### src/rtl/pio_regport_pkg.sv
// Shared definitions for the indexed programmed-I/O register port.
// Assumes the direct register map below is fixed by the host software.
package pio_regport_pkg;

    typedef enum logic [1:0] {
        REG_INDEX  = 2'd0,
        REG_IDATA  = 2'd1,
        REG_STATUS = 2'd2,
        REG_AUDIO  = 2'd3
    } reg_sel_e;

    localparam int ST_READY_BIT = 4;
    localparam int ST_ERR_BIT   = 5;

endpackage

### src/rtl/pio_bus_front.sv
// Bus front end: qualifies host strobes and turns each strobe's trailing
// edge into a single-cycle commit carrying the address and data of the
// strobe's last low cycle. Assumes strobes are already synchronous to clk.
module pio_bus_front #(
    parameter int AW = 2,
    parameter int DW = 8
) (
    input  logic          clk,
    input  logic          rst_n,
    input  logic          cs,
    input  logic          rd_n,
    input  logic          wr_n,
    input  logic          cdak,
    input  logic          pdak,
    input  logic [AW-1:0] addr,
    input  logic [DW-1:0] wdata,
    output logic          rd_active,
    output logic          wr_commit,
    output logic          rd_commit,
    output logic [AW-1:0] cmt_addr,
    output logic [DW-1:0] cmt_data
);

    logic qual;
    logic wlow_q;
    logic rlow_q;

    assign qual      = cs & ~cdak & ~pdak;
    assign rd_active = ~rd_n & wr_n & qual;

    // Remember whether the previous cycle was a qualified strobe low phase.
    always_ff @(posedge clk) begin
        if (!rst_n) begin
            wlow_q   <= 1'b0;
            rlow_q   <= 1'b0;
            cmt_addr <= '0;
            cmt_data <= '0;
        end else begin
            wlow_q   <= ~wr_n & rd_n & qual;
            rlow_q   <= ~rd_n & wr_n & qual;
            cmt_addr <= addr;
            cmt_data <= wdata;
        end
    end

    assign wr_commit = wlow_q & wr_n;
    assign rd_commit = rlow_q & rd_n;

    AST_ONE_COMMIT: assert property (@(posedge clk) disable iff (!rst_n)
        !(wr_commit && rd_commit));

    AST_COMMIT_AFTER_LOW: assert property (@(posedge clk) disable iff (!rst_n)
        wr_commit |-> $past(!wr_n));

endmodule

### src/rtl/pio_ind_regs.sv
// Pointer register and the array of indirect control registers it selects.
// Assumes write enables are single-cycle commits from the bus front end.
module pio_ind_regs #(
    parameter int NUM_IND = 32,
    parameter int DW      = 8,
    localparam int IDX_W  = $clog2(NUM_IND)
) (
    input  logic                  clk,
    input  logic                  rst_n,
    input  logic                  we_index,
    input  logic                  we_data,
    input  logic [DW-1:0]         wdata,
    output logic [IDX_W-1:0]      index,
    output logic [DW-1:0]         sel_data,
    output logic [NUM_IND*DW-1:0] cfg_flat
);

    logic [DW-1:0] regs [NUM_IND];

    // Pointer update on a committed write to the index register.
    always_ff @(posedge clk) begin
        if (!rst_n) begin
            index <= '0;
        end else if (we_index) begin
            index <= wdata[IDX_W-1:0];
        end
    end

    // Indirect register write through the pointer.
    always_ff @(posedge clk) begin
        if (!rst_n) begin
            for (int i = 0; i < NUM_IND; i++) regs[i] <= '0;
        end else if (we_data) begin
            regs[index] <= wdata;
        end
    end

    assign sel_data = regs[index];

    for (genvar g = 0; g < NUM_IND; g++) begin : g_flat
        assign cfg_flat[g*DW +: DW] = regs[g];
    end

    AST_INDEX_HOLD: assert property (@(posedge clk) disable iff (!rst_n)
        !we_index |=> $stable(index));

    AST_SEL_WRITTEN: assert property (@(posedge clk) disable iff (!rst_n)
        (we_data && !we_index) |=> sel_data == $past(wdata));

endmodule

### src/rtl/pio_audio_seq.sv
// Byte sequencer for audio samples moved through the data register, with
// the status-read interlock and sticky error. Assumes at most one access
// commit per cycle and 1 to 4 bytes per sample.
module pio_audio_seq #(
    parameter int BPS    = 4,
    parameter int DW     = 8,
    localparam int CNT_W = (BPS > 1) ? $clog2(BPS) : 1,
    localparam int SW    = BPS * DW
) (
    input  logic             clk,
    input  logic             rst_n,
    input  logic             acc_wr,
    input  logic             acc_rd,
    input  logic             stat_rd,
    input  logic             err_clr,
    input  logic [DW-1:0]    wdata,
    input  logic [SW-1:0]    cap_sample,
    output logic [DW-1:0]    cap_byte,
    output logic [CNT_W-1:0] next_byte,
    output logic             ready,
    output logic             err,
    output logic [SW-1:0]    play_sample,
    output logic             play_vld
);

    localparam logic [CNT_W-1:0] LAST = CNT_W'(BPS - 1);

    logic [CNT_W-1:0] cnt;
    logic             locked;
    logic [SW-1:0]    pbuf;
    logic [SW-1:0]    pbuf_nxt;
    logic             access;

    assign access = acc_wr | acc_rd;

    // Merge the incoming byte into the partially built playback sample.
    always_comb begin
        pbuf_nxt = pbuf;
        for (int i = 0; i < BPS; i++) begin
            if (CNT_W'(i) == cnt) pbuf_nxt[i*DW +: DW] = wdata;
        end
    end

    // Byte index, interlock and sample assembly.
    always_ff @(posedge clk) begin
        if (!rst_n) begin
            cnt         <= '0;
            locked      <= 1'b0;
            pbuf        <= '0;
            play_sample <= '0;
            play_vld    <= 1'b0;
        end else begin
            play_vld <= 1'b0;
            if (access && !locked) begin
                if (acc_wr) pbuf <= pbuf_nxt;
                if (cnt == LAST) begin
                    cnt    <= '0;
                    locked <= 1'b1;
                    if (acc_wr) begin
                        play_sample <= pbuf_nxt;
                        play_vld    <= 1'b1;
                    end
                end else begin
                    cnt <= cnt + 1'b1;
                end
            end else if (stat_rd) begin
                locked <= 1'b0;
            end
        end
    end

    // Sticky error: set by an access while closed, cleared by request.
    always_ff @(posedge clk) begin
        if (!rst_n) begin
            err <= 1'b0;
        end else if (access && locked) begin
            err <= 1'b1;
        end else if (err_clr) begin
            err <= 1'b0;
        end
    end

    assign cap_byte  = locked ? '0 : cap_sample[int'(cnt)*DW +: DW];
    assign next_byte = cnt;
    assign ready     = ~locked;

    AST_CNT_BOUND: assert property (@(posedge clk) disable iff (!rst_n)
        cnt <= LAST);

    AST_LOCK_ON_LAST: assert property (@(posedge clk) disable iff (!rst_n)
        (access && ready && next_byte == LAST) |=> !ready);

    AST_LOCKED_ERR: assert property (@(posedge clk) disable iff (!rst_n)
        (access && !ready) |=> err);

    AST_LOCKED_FROZEN: assert property (@(posedge clk) disable iff (!rst_n)
        (access && !ready) |=> ($stable(next_byte) && !play_vld));

    AST_VLD_CLOSES: assert property (@(posedge clk) disable iff (!rst_n)
        play_vld |-> !ready);

endmodule

### src/rtl/pio_regport.sv
// Top of the indexed programmed-I/O register port: four direct registers
// (pointer, indirect window, status, audio data) behind a qualified host bus.
// Assumes host strobes are synchronous to clk and never low together.
module pio_regport #(
    parameter int NUM_IND = 32,
    parameter int BPS     = 4,
    localparam int DW     = 8,
    localparam int SW     = BPS * DW,
    localparam int CNT_W  = (BPS > 1) ? $clog2(BPS) : 1
) (
    input  logic                  clk,
    input  logic                  rst_n,
    input  logic                  cs,
    input  logic                  rd_n,
    input  logic                  wr_n,
    input  logic                  cdak,
    input  logic                  pdak,
    input  logic [1:0]            addr,
    input  logic [DW-1:0]         wdata,
    output logic [DW-1:0]         rdata,
    output logic                  rdata_oe,
    output logic [NUM_IND*DW-1:0] cfg_flat,
    input  logic [SW-1:0]         cap_sample,
    output logic [SW-1:0]         play_sample,
    output logic                  play_vld
);
    import pio_regport_pkg::*;

    localparam int IDX_W = $clog2(NUM_IND);

    logic             rd_active;
    logic             wr_commit;
    logic             rd_commit;
    logic [1:0]       cmt_addr;
    logic [DW-1:0]    cmt_data;
    logic [IDX_W-1:0] index;
    logic [DW-1:0]    sel_data;
    logic [DW-1:0]    cap_byte;
    logic [CNT_W-1:0] next_byte;
    logic             ready;
    logic             err;
    logic [DW-1:0]    status;
    logic [DW-1:0]    mux_out;

    pio_bus_front #(.AW(2), .DW(DW)) u_front (
        .clk       (clk),
        .rst_n     (rst_n),
        .cs        (cs),
        .rd_n      (rd_n),
        .wr_n      (wr_n),
        .cdak      (cdak),
        .pdak      (pdak),
        .addr      (addr),
        .wdata     (wdata),
        .rd_active (rd_active),
        .wr_commit (wr_commit),
        .rd_commit (rd_commit),
        .cmt_addr  (cmt_addr),
        .cmt_data  (cmt_data)
    );

    pio_ind_regs #(.NUM_IND(NUM_IND), .DW(DW)) u_ind (
        .clk      (clk),
        .rst_n    (rst_n),
        .we_index (wr_commit && cmt_addr == REG_INDEX),
        .we_data  (wr_commit && cmt_addr == REG_IDATA),
        .wdata    (cmt_data),
        .index    (index),
        .sel_data (sel_data),
        .cfg_flat (cfg_flat)
    );

    pio_audio_seq #(.BPS(BPS), .DW(DW)) u_audio (
        .clk         (clk),
        .rst_n       (rst_n),
        .acc_wr      (wr_commit && cmt_addr == REG_AUDIO),
        .acc_rd      (rd_commit && cmt_addr == REG_AUDIO),
        .stat_rd     (rd_commit && cmt_addr == REG_STATUS),
        .err_clr     (wr_commit && cmt_addr == REG_STATUS && cmt_data[ST_ERR_BIT]),
        .wdata       (cmt_data),
        .cap_sample  (cap_sample),
        .cap_byte    (cap_byte),
        .next_byte   (next_byte),
        .ready       (ready),
        .err         (err),
        .play_sample (play_sample),
        .play_vld    (play_vld)
    );

    // Assemble the status byte from the sequencer state.
    always_comb begin
        status                 = '0;
        status[CNT_W-1:0]      = next_byte;
        status[ST_READY_BIT]   = ready;
        status[ST_ERR_BIT]     = err;
    end

    // Select the register addressed by the current read.
    always_comb begin
        case (addr)
            REG_INDEX:  mux_out = DW'(index);
            REG_IDATA:  mux_out = sel_data;
            REG_STATUS: mux_out = status;
            default:    mux_out = cap_byte;
        endcase
    end

    assign rdata_oe = rd_active;
    assign rdata    = rd_active ? mux_out : '0;

    AST_NO_DRIVE_IN_DMA: assert property (@(posedge clk) disable iff (!rst_n)
        (cdak || pdak) |-> !rdata_oe);

    AST_QUIET_WHEN_IDLE: assert property (@(posedge clk) disable iff (!rst_n)
        !rdata_oe |-> rdata == '0);

    AST_DRIVE_ONLY_ON_READ: assert property (@(posedge clk) disable iff (!rst_n)
        rdata_oe |-> (!rd_n && cs));

endmodule

### config.mk
export PLATFORM = sky130hd
export DESIGN_NAME = pio_regport
export DESIGN_NICKNAME = d
export VERILOG_FILES = /design/src/rtl/pio_regport_pkg.sv /design/src/rtl/pio_bus_front.sv /design/src/rtl/pio_ind_regs.sv /design/src/rtl/pio_audio_seq.sv /design/src/rtl/pio_regport.sv
export SDC_FILE = /design/constraint.sdc
export NUM_CORES = 1
export LEC_CHECK = 0
export BUFFER_PORTS_ARGS = -buffer_cell sky130_fd_sc_hd__buf_2
export CAP_MARGIN = 10
export CORE_MARGIN = 2
export CORE_UTILIZATION = 45
export DETAILED_ROUTE_END_ITERATION = 8
export PLACE_DENSITY = 0.68
export SYNTH_ARGS = -nofsm -noshare
export SYNTH_HDL_FRONTEND = slang
export SYNTH_SLANG_ARGS = --single-unit
export TNS_END_PERCENT = 20
### constraint.sdc
create_clock -name clk -period 3.2 [get_ports clk]
set_clock_uncertainty 0.05 [all_clocks]
set_input_delay 0.64 -clock clk [delete_from_list [all_inputs] [get_ports clk]]
set_output_delay 0.64 -clock clk [all_outputs]
set_load 0.02 [all_outputs]
# After elaboration in Yosys (flattened, before gate mapping)

Memory sizes are Yosys's and may differ from the RTL's. A register that Yosys moved wholly into a read port is not among the register bits.
Cells that the tools add are included.

Memory bits (read-only): 0
Output and inout port bits: 298
Bits in latches: 0
RAM bits: 256
Bits of input ports: 49
Memories: 1
Word-level logic and storage cells: 81
Register bits after elaboration: 86

Muxes and demuxes: 23
Multiply operators: 0
Reduce and logical (&&, ||, !) cells: 20
$lt $le $gt $ge: 0
Equality and inequality tests: 10
Add/subtract/negate cells: 1
Shift operators: 1
Div/mod/pow operators: 0
Bitwise logic cells: 14

Memories:

| memory     | words | width | read ports | clocked after memory_dff | write ports | RTL line           | source |
|---|---|---|---|---|---|---|---|
| u_ind.regs | 32    | 8     | 33         | 1                        | 32          | pio_ind_regs.sv:18 | `logic [DW-1:0] regs [NUM_IND];` |

Operators by type and width:

| cell                  | count |
|---|---|
| $mux W8               | 7 |
| $shiftx A32 B6 Y8     | 1 |
| $pmux W8 S3           | 1 |
| $mux W5               | 3 |
| $mux W1               | 11 |
| $logic_and A1 B1 Y1   | 9 |
| $and A1 B1 Y1         | 8 |
| $eq A2 B2 Y1 const B  | 4 |
| $reduce_or A8 Y1      | 1 |
| $logic_not A2 Y1      | 3 |
| $reduce_and A3 Y1     | 2 |
| $not A1 Y1            | 5 |
| $eq A2 B1 Y1 const B  | 2 |
| $eq A2 B2 Y1 const A  | 2 |
| $reduce_and A2 Y1     | 2 |
| $reduce_bool A2 Y1    | 2 |
| $add A2 B1 Y2 const B | 1 |
| $eq A1 B2 Y1 const A  | 1 |
| $mux W2               | 1 |
| $ne A2 B2 Y1 const B  | 1 |
| $logic_not A1 Y1      | 1 |
| $or A1 B1 Y1          | 1 |

# Logic depth before layout (Yosys ltp)

Depth in word-level cells: 7
Gate-level depth with buffers: 8
Mapped depth without buffers: 5

# Hierarchy

Synthesis repeated with hierarchy kept, for this count alone.

Cell total of the unflattened synthesis: 1071
Area, all modules: 15262.1 um2

Modules (own cells, without submodules):

| module        | cells each | seq. area each (um2) | instances | area an instance (um2) |
|---|---|---|---|---|
| pio_ind_regs  | 753        | 7887.6               | 1         | 12082.8 |
| pio_audio_seq | 257        | 1221.2               | 1         | 2548.7 |
| pio_bus_front | 30         | 240.2                | 1         | 370.4 |
| pio_regport   | 31         | 0.0                  | 1         | 260.2 |

# Worst setup path before layout

OpenSTA, ideal clock, no wires.

Path type: input port to output port
Start: in cdak
End: out rdata[0]
Arrival time: 2.463 ns
Stages on the path: 5
Path buffers: 1
Data required time: 2.510 ns
Slack: 0.047 ns
Cells stage by stage: or3b_1 > or3b_1 > clkbuf_1 > or2_2 > a311oi_1

Cells in the longest elaborated chain, start to end: 5

RTL lines:

| what                       | RTL line            | source |
|---|---|---|
| start: declaration         | pio_regport.sv:16   | `input logic cdak,` |
| $not A1 Y1                 | pio_bus_front.sv:28 | `assign qual = cs & ~cdak & ~pdak;` |
| $and A1 B1 Y1 (2 in a row) | pio_bus_front.sv:28 |  |
| $and A1 B1 Y1              | pio_bus_front.sv:29 | `assign rd_active = ~rd_n & wr_n & qual;` |
| $mux W8                    | pio_regport.sv:109  | `assign rdata = rd_active ? mux_out : '0;` |
| end: declaration           | pio_regport.sv:20   | `output logic [DW-1:0] rdata,` |

No other way between the ends.

==> impl_results.md <==
- H-Tree Depth: 2
- WHS: 0.2724 ns
- Row count: 68
- DR pass1 iterations: 6
- Sequential fraction of the synthesis area: 59.47%
- HP Class: input pin to flip-flop
- DR DRC count: 0
- CP top delay family: multiplexers
- Sequence of cells on the critical path: buf_12 -> buf_8 -> mux4_2 -> mux2_4 -> a2111oi_4 -> a311oi_2 -> buf_4
- Post-DRT Antenna Nets: 0
- Ports: 347
- Sw Ratio: 22.84%
- Gate power share: 6.4%
- Critical path arrival: 2.73 ns
- First-pass GRT wire length: 71.99 mm
- CP Max Fanout: 6
- Peak Freq: 292.2 MHz
- Vias per cell: 5.522
- P per Cell Area: 494.9 nW/um2
- Sw Pwr: 2.297 mW
- CTS Hold Buffers Added: 0
- Synth Area per Inst: 13.09 um2
- Post-synth EDFFs: 256
- Die height: 190.9 um
- DR WL/cell: 24.29 um
- Final Cell Area: 20320 um2
- M1 GR Usage: 36.57%
- DR vias: 11459
- Slew margin rel.: 31.44%
- Gr busiest metal: met2
- Core area: 34460 um2
- Min-delay src: wdata[6]
- Slew Limit Fails: 0
- Final Hold Vio Count: 0
- Final wirelength: 50.41 mm
- Syn nets: 1254
- Final cell count without fillers: 2075
- Grt met2 use: 44.58%
- Failing checks: setup timing
- Die width: 190.9 um
- Die ar.: 36450 um2
- Critical path's slowest cell: mux4_2
- Setup TNS Final: -1.376 ns
- Initial cell density of the core: 45.62%
- Number of global-route vias before repair: 11047
- WHS Endpoint: u_front.cmt_data[6]$_SDFF_PN0_
- Synthesized area: 15720 um2
- Sequential group share of total power: 49.4%
- Max incr delay on CP: 0.49 ns
- Largest net degree at the start of global routing: 63
- Placed cell area: 18180 um2
- Hold-critical path depth: 2
- CP startpoint kind: flip-flop
- Status: finished, violations left
- Clock latency reported for the late side of the worst-skew pair: 0.52 ns
- CTS max path bufs: 3
- RePlAce Congestion: 0.8942
- FF-to-FF path depth: 6
- Cells after Synth: 1201
- Synthesized flop and latch total: 339
- Final worst setup slack: -0.2223 ns
- Async set or reset register ratio after synthesis: 0%
- Worst R2R End: u_ind.regs[27][5]$_SDFFCE_PN0P_
- R2r setup slk: 0.78 ns
- Req. time, crit path: 2.51 ns
- Total CTS buffers: 37
- Main synth FF type: edfxtp_1
- DP HPWL: 35.67 mm
- Layout cells sized above 1: 38.85%
- WP buf/inv: 3
- Tcrit/Tclk final: 106.9%
- Yosys warning total: 0
- Gr usage total: 26.90%
- VDD IR-drop max: 0.4146 mV
- Leakage dissipation: 7.994 nW
- CP Class: flip-flop to primary output
- FILL cells: 2824
- CP endpoint kind: primary output
- DR iter-0 viols: 1045
- CTS tree: done
- Clk pwr share: 44.2%
- GR Util met3: 4.553%
- Internal power: 7.757 mW
- FF-to-FF Start: u_front.cmt_addr[1]$_SDFF_PN0_
- Initial antenna violation count: 4
- CTS root buf: clkbuf_16
- Max Cap Viol: 0
- Final #Nets: 1643
- Total gr overflow: 0
- Layout area overhead: 29.22%
- Inst Count DP: 1983
- Clk sink count: 339
- Overall power: 10.05 mW
- # setup viols final: 8
- Distinct cell type count after synthesis: 45
- Unrepaired setup endpoints after global routing: yes
- Count of input and output buffers: 346
- Clk slew on worst S/H paths: 0.06 ns
- Slew at the pin closest to its max-slew limit: 1.027 ns
- Minimum clock period: 3.422 ns
==> worst register-to-register path, stage by stage (launching register included) <==
cell,delay [ns]
dfxtp_1,0.33
and4b_1,0.30
nand3b_1,0.24
buf_4,0.29
nor3_1,0.19
buf_4,0.21
nand2b_1,0.45
==> power groups by stage <==
| stage | Combinational (mW) | Sequential [mW] | Clock (mW) |
|---|---|---|---|
| after floorplan | 0.199 | 5.16 | 0 |
| after global placement | 0.609 | 5.05 | 0 |
| after detailed placement | 0.614 | 5.06 | 0 |
| after CTS | 0.636 | 4.97 | 4.49 |
| after global routing | 0.676 | 4.98 | 4.64 |
| final | 0.642 | 4.97 | 4.44 |
==> cell families after synthesis <==
family / after synthesis / share of synthesized area (%)
AND/OR/NAND/NOR: 475 / 17.21
flip-flops: 339 / 59.47
multiplexers: 171 / 14.41
AO/OA/AOI/OAI: 113 / 5.420
buffers and inverters: 99 / 3.175
adder cells (fa/ha/maj): 4 / 0.3184
==> metal layers <==
| metal | wire (um) | up-vias |
|---|---|---|
| li1 | - | 5162 |
| met1 | 20880 | 5685 |
| met2 | 24400 | 522 |
| met3 | 3757 | 84 |
| met4 | 1330 | 6 |
| met5 | 41 | - |
==> stage by stage <==
step | util (%) | setup WS, ns
after CTS | 58.39 | -0.1768
after floorplan | - | 0.04664
after global placement | 52.76 | -0.02994
after detailed placement | 52.76 | -0.1355
after global routing | 58.95 | -0.2354
final | 58.96 | -0.2223
==> placed cells by master, fill, tap and decap left out, drive strengths merged, types with 5 or more instances in the layout <==
| master | synthesis | final |
|---|---|---|
| a22oi | 5 | 5 |
| a2111oi | 5 | 5 |
| edfxtp | 256 | 256 |
| o22ai | 14 | 14 |
| inv | 7 | 8 |
| o21ai | 6 | 6 |
| and2 | 272 | 272 |
| nor3 | 35 | 35 |
| nand2b | 40 | 40 |
| clkbuf | 51 | 50 |
| a221oi | 12 | 12 |
| nor2b | 11 | 11 |
| dfxtp | 83 | 83 |
| a21oi | 19 | 19 |
| mux4 | 36 | 36 |
| mux2 | 40 | 40 |
| nand2 | 36 | 36 |
| a211oi | 31 | 31 |
| o221ai | 6 | 6 |
| clkinv | 0 | 11 |
| buf | 41 | 440 |
| and4b | 5 | 5 |
| mux2i | 95 | 95 |
| or2 | 5 | 5 |
| nor2 | 62 | 62 |
==> flip-flops by register name (all words and copies together), names as in the netlist, named ones only <==
name                 cells
u_ind.index              5
u_front.cmt_addr         2
u_front.cmt_data         8
u_audio.next_byte        2
u_audio.play_vld         1
u_ind.regs             256
u_audio.locked           1
u_front.rlow_q           1
u_audio.play_sample     32
u_audio.err              1
u_audio.pbuf            24
u_front.wlow_q           1
==> synth_stat cells (all sizes together), types with 31 or more instances <==
cell type,n,area (um2)
and2,272,1702
mux2i,95,950.9
dfxtp,83,1662
a211oi,31,232.7
nand2b,40,250.2
clkbuf,51,191.4
buf,41,281.5
mux4,36,863.3
nor2,62,232.7
nor3,35,175.2
nand2,36,135.1
mux2,40,450.4
edfxtp,256,7687
==> worst max-delay path by stage <==
| stage | from | end | slack (ns) | cells after the start |
|---|---|---|---|---|
| final | flip-flop | rdata[1] | -0.22 | 7 |
| after global routing | flip-flop | rdata[2] | -0.24 | 8 |
| after CTS | flip-flop | rdata[4] | -0.18 | 8 |
| after detailed placement | cdak | rdata[6] | -0.14 | 8 |
| after global placement | cdak | rdata[1] | -0.03 | 7 |
| after floorplan | cdak | rdata[0] | 0.05 | 5 |
==> final cells by class <==
cell class / count / area (um2) / area share, %
multi-input cells: 763 / 6290 / 30.96
diodes: 1 / 2.502 / 0.01232
clock buffers: 50 / 1089 / 5.358
clock inverters: 18 / 187.7 / 0.9238
flip-flops and latches: 339 / 9355 / 46.05
repair buffers: 442 / 2796 / 13.76
inverters: 7 / 26.28 / 0.1293
well taps: 455 / 569.3 / 2.802
==> repair_timing <==
action | CTS | global route
setup buffers | 12 | 9
resized for setup | 84 | 37
endpoints found under the setup margin | 8 | 8
cloned | 6 | 0
pin swaps | 29 | 23
Note: power is estimated with default switching activity, not from simulation.
